--- config.mk ---
export PLATFORM = sky130hd
export DESIGN_NAME = stream_mem_writer
export DESIGN_NICKNAME = d
export VERILOG_FILES = /design/src/rtl/swr_pkg.sv /design/src/rtl/swr_fifo.sv /design/src/rtl/swr_desc_dec.sv /design/src/rtl/swr_ctrl.sv /design/src/rtl/stream_mem_writer.sv
export SDC_FILE = /design/constraint.sdc
export NUM_CORES = 1
export LEC_CHECK = 0
export ABC_AREA = 1
export BUFFER_PORTS_ARGS = -buffer_cell sky130_fd_sc_hd__buf_2
export CORE_ASPECT_RATIO = 1.1
export CORE_MARGIN = 2
export CORE_UTILIZATION = 42
export DETAILED_ROUTE_END_ITERATION = 8
export PLACE_DENSITY = 0.59
export SYNTH_ARGS = -nofsm -noshare
export SYNTH_HDL_FRONTEND = slang
export SYNTH_SLANG_ARGS = --single-unit
--- constraint.sdc ---
create_clock -name clk_i -period 5 [get_ports clk_i]
set_clock_uncertainty 0.15 [all_clocks]
set_input_delay 1 -clock clk_i [delete_from_list [all_inputs] [get_ports clk_i]]
set_output_delay 1 -clock clk_i [all_outputs]
set_load 0.01 [all_outputs]
--- src/rtl/swr_pkg.sv ---
package swr_pkg;
  localparam int DESC_W       = 128;
  localparam int DESC_ADDR_LO = 0;
  localparam int DESC_LEN_LO  = 32;
  localparam int DESC_GO_BIT  = 64;
  localparam int MEM_ADDR_W   = 32;

  function automatic logic [31:0] desc_addr(input logic [DESC_W-1:0] w);
    return w[DESC_ADDR_LO +: 32];
  endfunction

  function automatic logic [31:0] desc_len(input logic [DESC_W-1:0] w);
    return w[DESC_LEN_LO +: 32];
  endfunction
endpackage

--- src/rtl/swr_fifo.sv ---
module swr_fifo #(
  parameter int W     = 8,
  parameter int DEPTH = 4
) (
  input  logic         clk_i,
  input  logic         rst_ni,
  input  logic         push_i,
  input  logic [W-1:0] wdata_i,
  input  logic         pop_i,
  output logic [W-1:0] rdata_o,
  output logic         full_o,
  output logic         empty_o
);
  localparam int PW = (DEPTH > 1) ? $clog2(DEPTH) : 1;
  localparam int CW = $clog2(DEPTH + 1);

  logic [W-1:0]  mem_q [DEPTH];
  logic [PW-1:0] wr_q, rd_q;
  logic [CW-1:0] cnt_q;
  logic          do_push, do_pop;

  assign full_o  = (cnt_q == CW'(DEPTH));
  assign empty_o = (cnt_q == '0);
  assign do_push = push_i && !full_o;
  assign do_pop  = pop_i && !empty_o;
  assign rdata_o = mem_q[rd_q];

  always_ff @(posedge clk_i) begin
    if (do_push) mem_q[wr_q] <= wdata_i;
  end

  always_ff @(posedge clk_i or negedge rst_ni) begin
    if (!rst_ni) begin
      wr_q  <= '0;
      rd_q  <= '0;
      cnt_q <= '0;
    end else begin
      if (do_push) wr_q <= (wr_q == PW'(DEPTH - 1)) ? '0 : wr_q + 1'b1;
      if (do_pop)  rd_q <= (rd_q == PW'(DEPTH - 1)) ? '0 : rd_q + 1'b1;
      if (do_push && !do_pop)      cnt_q <= cnt_q + 1'b1;
      else if (do_pop && !do_push) cnt_q <= cnt_q - 1'b1;
    end
  end
endmodule

--- src/rtl/swr_desc_dec.sv ---
module swr_desc_dec
  import swr_pkg::*;
#(
  parameter int DATA_W    = 32,
  parameter int MAX_BYTES = 4096,
  parameter int LEN_W     = 11
) (
  input  logic                         wr_i,
  input  logic [DESC_W-1:0]            word_i,
  input  logic                         fifo_full_i,
  output logic                         push_o,
  output logic [MEM_ADDR_W+LEN_W-1:0]  entry_o
);
  localparam int BYTES = DATA_W / 8;
  localparam int AL    = $clog2(BYTES);

  logic [31:0] addr, len;
  logic        aligned, len_ok, rsv_ok;

  assign addr    = desc_addr(word_i);
  assign len     = desc_len(word_i);
  assign aligned = (addr[AL-1:0] == '0) && (len[AL-1:0] == '0);
  assign len_ok  = (len != '0) && (len <= 32'(MAX_BYTES));
  assign rsv_ok  = (word_i[DESC_W-1:DESC_GO_BIT+1] == '0);
  assign push_o  = wr_i && word_i[DESC_GO_BIT] && rsv_ok && aligned && len_ok && !fifo_full_i;
  assign entry_o = {addr, len[AL +: LEN_W]};
endmodule

--- src/rtl/swr_ctrl.sv ---
module swr_ctrl
  import swr_pkg::*;
#(
  parameter int DATA_W = 32,
  parameter int LEN_W  = 11
) (
  input  logic                        clk_i,
  input  logic                        rst_ni,
  input  logic                        desc_empty_i,
  input  logic [MEM_ADDR_W+LEN_W-1:0] desc_i,
  output logic                        desc_pop_o,
  input  logic                        data_empty_i,
  input  logic [DATA_W-1:0]           data_i,
  output logic                        data_pop_o,
  output logic                        m_write_o,
  output logic [MEM_ADDR_W-1:0]       m_addr_o,
  output logic [DATA_W-1:0]           m_wdata_o,
  input  logic                        m_waitreq_i,
  output logic                        busy_o,
  output logic                        done_o
);
  localparam int BYTES = DATA_W / 8;

  logic                  active_q, done_q;
  logic [MEM_ADDR_W-1:0] addr_q;
  logic [LEN_W-1:0]      left_q;
  logic                  acc, retire, load;

  assign m_write_o  = active_q && !data_empty_i;
  assign acc        = m_write_o && !m_waitreq_i;
  assign retire     = acc && (left_q == LEN_W'(1));
  assign load       = (!active_q || retire) && !desc_empty_i;
  assign desc_pop_o = load;
  assign data_pop_o = acc;
  assign m_addr_o   = addr_q;
  assign m_wdata_o  = data_i;
  assign busy_o     = active_q;
  assign done_o     = done_q;

  always_ff @(posedge clk_i or negedge rst_ni) begin
    if (!rst_ni) begin
      active_q <= 1'b0;
      done_q   <= 1'b0;
      addr_q   <= '0;
      left_q   <= '0;
    end else begin
      done_q <= retire;
      if (load) begin
        active_q <= 1'b1;
        addr_q   <= desc_i[LEN_W +: MEM_ADDR_W];
        left_q   <= desc_i[LEN_W-1:0];
      end else begin
        if (acc) begin
          addr_q <= addr_q + MEM_ADDR_W'(BYTES);
          left_q <= left_q - 1'b1;
        end
        if (retire) active_q <= 1'b0;
      end
    end
  end
endmodule

--- src/rtl/stream_mem_writer.sv ---
module stream_mem_writer
  import swr_pkg::*;
#(
  parameter int DATA_W     = 32,
  parameter int DATA_DEPTH = 8,
  parameter int DESC_DEPTH = 4,
  parameter int MAX_BYTES  = 4096
) (
  input  logic              clk_i,
  input  logic              rst_ni,
  input  logic              desc_wr_i,
  input  logic [127:0]      desc_word_i,
  output logic              desc_full_o,
  output logic              desc_empty_o,
  input  logic              s_valid_i,
  input  logic [DATA_W-1:0] s_data_i,
  output logic              s_ready_o,
  output logic              m_write_o,
  output logic [31:0]       m_addr_o,
  output logic [DATA_W-1:0] m_wdata_o,
  input  logic              m_waitreq_i,
  output logic              busy_o,
  output logic              done_o
);
  localparam int BYTES   = DATA_W / 8;
  localparam int LEN_W   = $clog2(MAX_BYTES / BYTES + 1);
  localparam int ENTRY_W = MEM_ADDR_W + LEN_W;

  logic               d_push, d_pop, d_full, d_empty;
  logic [ENTRY_W-1:0] d_in, d_out;
  logic               x_pop, x_full, x_empty;
  logic [DATA_W-1:0]  x_out;

  swr_desc_dec #(.DATA_W(DATA_W), .MAX_BYTES(MAX_BYTES), .LEN_W(LEN_W)) u_dec (
    .wr_i(desc_wr_i), .word_i(desc_word_i), .fifo_full_i(d_full),
    .push_o(d_push), .entry_o(d_in)
  );

  swr_fifo #(.W(ENTRY_W), .DEPTH(DESC_DEPTH)) u_desc_fifo (
    .clk_i, .rst_ni, .push_i(d_push), .wdata_i(d_in), .pop_i(d_pop),
    .rdata_o(d_out), .full_o(d_full), .empty_o(d_empty)
  );

  swr_fifo #(.W(DATA_W), .DEPTH(DATA_DEPTH)) u_data_fifo (
    .clk_i, .rst_ni, .push_i(s_valid_i), .wdata_i(s_data_i), .pop_i(x_pop),
    .rdata_o(x_out), .full_o(x_full), .empty_o(x_empty)
  );

  swr_ctrl #(.DATA_W(DATA_W), .LEN_W(LEN_W)) u_ctrl (
    .clk_i, .rst_ni,
    .desc_empty_i(d_empty), .desc_i(d_out), .desc_pop_o(d_pop),
    .data_empty_i(x_empty), .data_i(x_out), .data_pop_o(x_pop),
    .m_write_o, .m_addr_o, .m_wdata_o, .m_waitreq_i,
    .busy_o, .done_o
  );

  assign s_ready_o    = !x_full;
  assign desc_full_o  = d_full;
  assign desc_empty_o = d_empty;
endmodule

==> results.tsv <==
stage	metric	value	unit
sta	fmax	240.8	MHz
worst_setup_path	Setup Crit Path Kind	flip-flop to primary output	
sta	period utilization	83.04	%
cts	Max clock buf depth	3	
drt	ANT nets after route	0	
job	max cap viols	0	
grt	first-pass GRT wire length	78910	um
grt	total grt overflow	0	
cts	CTS tree	yes	
cells_and_area	Fillers	4433	
run_status	status	complete, no violations	
min_path	critical hold path startpoint	u_ctrl.m_addr_o[1]	
cells_and_area	Final #Nets	2284	
worst_setup_path	worst reg2reg path startpoint	u_data_fifo.cnt_q[0]	
logic_synthesis	Distinct cells, synth	35	
drt	DRT Pass-1 Iters	7	
placement	GPL Wtd Cong	0.9067	
grt	vias in the first global route	14040	
floorplan	Initial Util	42.52	%
cts	setup bufs post-CTS	0	
cells_and_area	most frequent cells in the layout	nor2_1, edfxtp_1, nand2_1	
cells_and_area	commonest non-fill, non-tap cell in the layout	nor2_1	
min_path	Worst Hold Depth	2	
grt	GRT Total Usage	19.69	%
cts	TritonCTS Buffers	49	
cells_and_area	fin cells	2792	
grt	initial antenna violation count	6	
cts	clock-pin slew on the worst setup and hold paths	60	ps
cells_and_area	area of the multi-input gates	5866	um2
sta	RSZ-0062 raised after global routing	no	
pwr	Leak	9.125	nW
sta	Fin. Hold Viols	0	
logic_synthesis	Gate Count Post-Synth	1877	
placement	IO buf count	234	
floorplan	DIE HEIGHT	237.4	um
worst_setup_path	Worst Setup End Kind	primary output	
sta	endpoints failing setup	0	
min_path	Hold Crit Class	flip-flop to flip-flop	
sta	Worst Tran Pin Value	1110	ps
pwr	peak supply drop	0.2754	mV
min_path	Hold EP	u_ctrl.m_addr_o[1]	
worst_setup_path	worst-path fanout max	45	
worst_setup_path	CP Launch Type	flip-flop	
pwr	Power Dens Cells	483.5	nW/um2
placement	post-DP HPWL	31710	um
cts	clk_lat worst skew	590	ps
cts	CTS root buffer	clkbuf_16	
drt	Post-Route WL	50900	um
placement	placed cells	2702	
worst_setup_path	crit path DAT	3000	ps
floorplan	die area	51330	um2
drt	WL/cell	18.23	um
drt	Initial DRC Count	1131	
logic_synthesis	Yosys warning total	0	
sta	Tmin final	4152	ps
logic_synthesis	Avg Inst Size Synth	11.08	um2
floorplan	standard-cell rows	85	
drt	total number of vias	14400	
floorplan	Core Area	48920	um2
sta	max-slew violation count	0	
drt	DR vias/cell	5.159	
floorplan	die width	216.2	um
cts	Post-CTS Hold Fix Bufs	0	
worst_setup_path	internal reg-to-reg setup slack	2090	ps
sta	setup TNS	0	ps
logic_synthesis	Seq cells post-synth	490	
sta	Slew HR	26.00	%
cts	clk sinks	490	
cts	H-tree depth reported by CTS	2	
drt	Remaining DRCs	0	
cells_and_area	register area	14410	um2
grt	pin count of the biggest net entering global routing	108	
worst_setup_path	RR Endpoint	u_desc_fifo.cnt_q[2]	
logic_synthesis	Post-Syn Area	20800	um2
cts	Gates resized, CTS repair	0	
worst_setup_path	R2R depth	13	
logic_synthesis	post-synthesis sequential area ratio	69.24	%
cells_and_area	Area Growth Syn to Fin	16.58	%
logic_synthesis	Post-Syn Nets	2060	
cells_and_area	fraction of layout cells with a size suffix above 1	16.65	%
floorplan	I/O pins	235	
worst_setup_path	required time worst endpoint	3850	ps
[per-stage QoR]
stage	hold slack [ps]	total power [mW]	setup slack (ps)	instance area (um2)	util, %
2_1_floorplan	298.8	7.149	802.9	20800	-
4_1_cts	331.7	11.84	789.6	24250	49.56
5_1_grt	371.4	12.39	599.4	24250	49.56
3_5_place_dp	315.0	8.341	1269	22750	46.50
3_3_place_gp	317.4	8.270	1360	22750	46.50
6_report	323.9	11.73	847.9	24250	49.57
[final cells by class]
type	instances	area share, %
antenna	2	0.02064
multi-input combinational	1234	24.19
inverter	59	0.9184
sequential	490	59.43
timing repair buffer	267	5.902
clock buffer	66	5.319
clock inverter	22	0.8565
tap	652	3.364
[sequential cells by signal (all words and copies together) (netlist names)]
register,count
u_data_fifo.mem_q,256
u_desc_fifo.mem_q,172
u_ctrl.m_addr_o,32
u_ctrl.left_q,11
u_data_fifo.cnt_q,4
u_data_fifo.rd_q,3
u_data_fifo.wr_q,3
u_desc_fifo.cnt_q,3
u_desc_fifo.rd_q,2
u_desc_fifo.wr_q,2
u_ctrl.busy_o,1
u_ctrl.done_o,1
[worst max-delay path, cell delays in order, from the launching register on]
cell and delay [ps]:
dfrtp_4 700, clkinv_2 690, buf_4 470, nor2_1 110
o32ai_1 90, nand2_1 100, nand2_1 100, buf_2 160
[cells by family (layout without fill, tap and decap cells)]
kind of cell / count (synthesis) / after routing / share of synthesized area, %
buffers and inverters: 153 / 414 / 3.013
XOR/XNOR: 25 / 25 / 1.053
AND/OR/NAND/NOR: 905 / 905 / 17.12
flip-flops: 490 / 490 / 69.24
other: 0 / 2 / 0
adder cells (fa/ha/maj): 18 / 18 / 1.155
AO/OA/AOI/OAI: 286 / 286 / 8.415
[worst max path at each step]
stage / start / endpoint / slack, ps / cells after the start
2_1_floorplan: desc_word_i[33] / u_desc_fifo.mem_q[0][0] / 800 / 9
3_3_place_gp: desc_word_i[39] / u_desc_fifo.mem_q[0][28] / 1360 / 11
3_5_place_dp: desc_word_i[39] / u_desc_fifo.mem_q[2][36] / 1270 / 11
4_1_cts: u_data_fifo.rd_q[0] / m_wdata_o[2] / 790 / 7
5_1_grt: u_data_fifo.rd_q[0] / m_wdata_o[2] / 600 / 7
6_report: u_data_fifo.rd_q[0] / m_wdata_o[2] / 850 / 7
[routing by layer]
metal,vias to the layer above,part of all wire (%),wire [um],GRT usage (%)
met4,8,2.3,1193,5.874
li1,6989,-,-,-
met2,380,50,25330,33.61
met1,6934,42,21620,25.49
met5,-,0.084,43,0
met3,93,5.3,2718,3.852
[cell usage after synthesis]
library cell / n / area share (%)
buf_2: 24 / 0.58
nor2_1: 448 / 8.1
a21o_1: 1 / 0.036
nand2_4: 1 / 0.054
and2_1: 1 / 0.030
inv_1: 57 / 1.0
buf_4: 2 / 0.072
ha_1: 16 / 0.96
nand4_1: 4 / 0.12
buf_1: 10 / 0.18
o21ai_1: 4 / 0.096
nor3b_1: 1 / 0.036
inv_2: 2 / 0.036
xor2_1: 16 / 0.67
nor3_1: 1 / 0.024
nor2_4: 1 / 0.054
nand2_2: 3 / 0.090
nand2_1: 374 / 6.7
or2_2: 2 / 0.060
xnor2_1: 9 / 0.38
dfrtp_1: 62 / 7.5
o22ai_1: 46 / 1.4
o21ai_0: 154 / 3.7
fa_1: 2 / 0.19
o32ai_1: 64 / 2.7
edfxtp_1: 428 / 62
a32oi_1: 1 / 0.042
a32o_1: 2 / 0.096
nand3_1: 55 / 1.3
and2_0: 1 / 0.030
nand3b_1: 13 / 0.47
o211ai_1: 2 / 0.072
buf_6: 2 / 0.11
clkbuf_1: 56 / 1.0
a21oi_1: 12 / 0.29
[power by group]
part	internal (mW)	switching [mW]	total [mW]	leakage (nW)
Clock	1.97	1.52	3.50	0.732
Sequential	4.90	0.424	5.32	4.63
Combinational	1.02	1.89	2.91	3.77
Total	7.89	3.84	11.7	9.13
No activity file was read; power rests on OpenSTA's default activity.
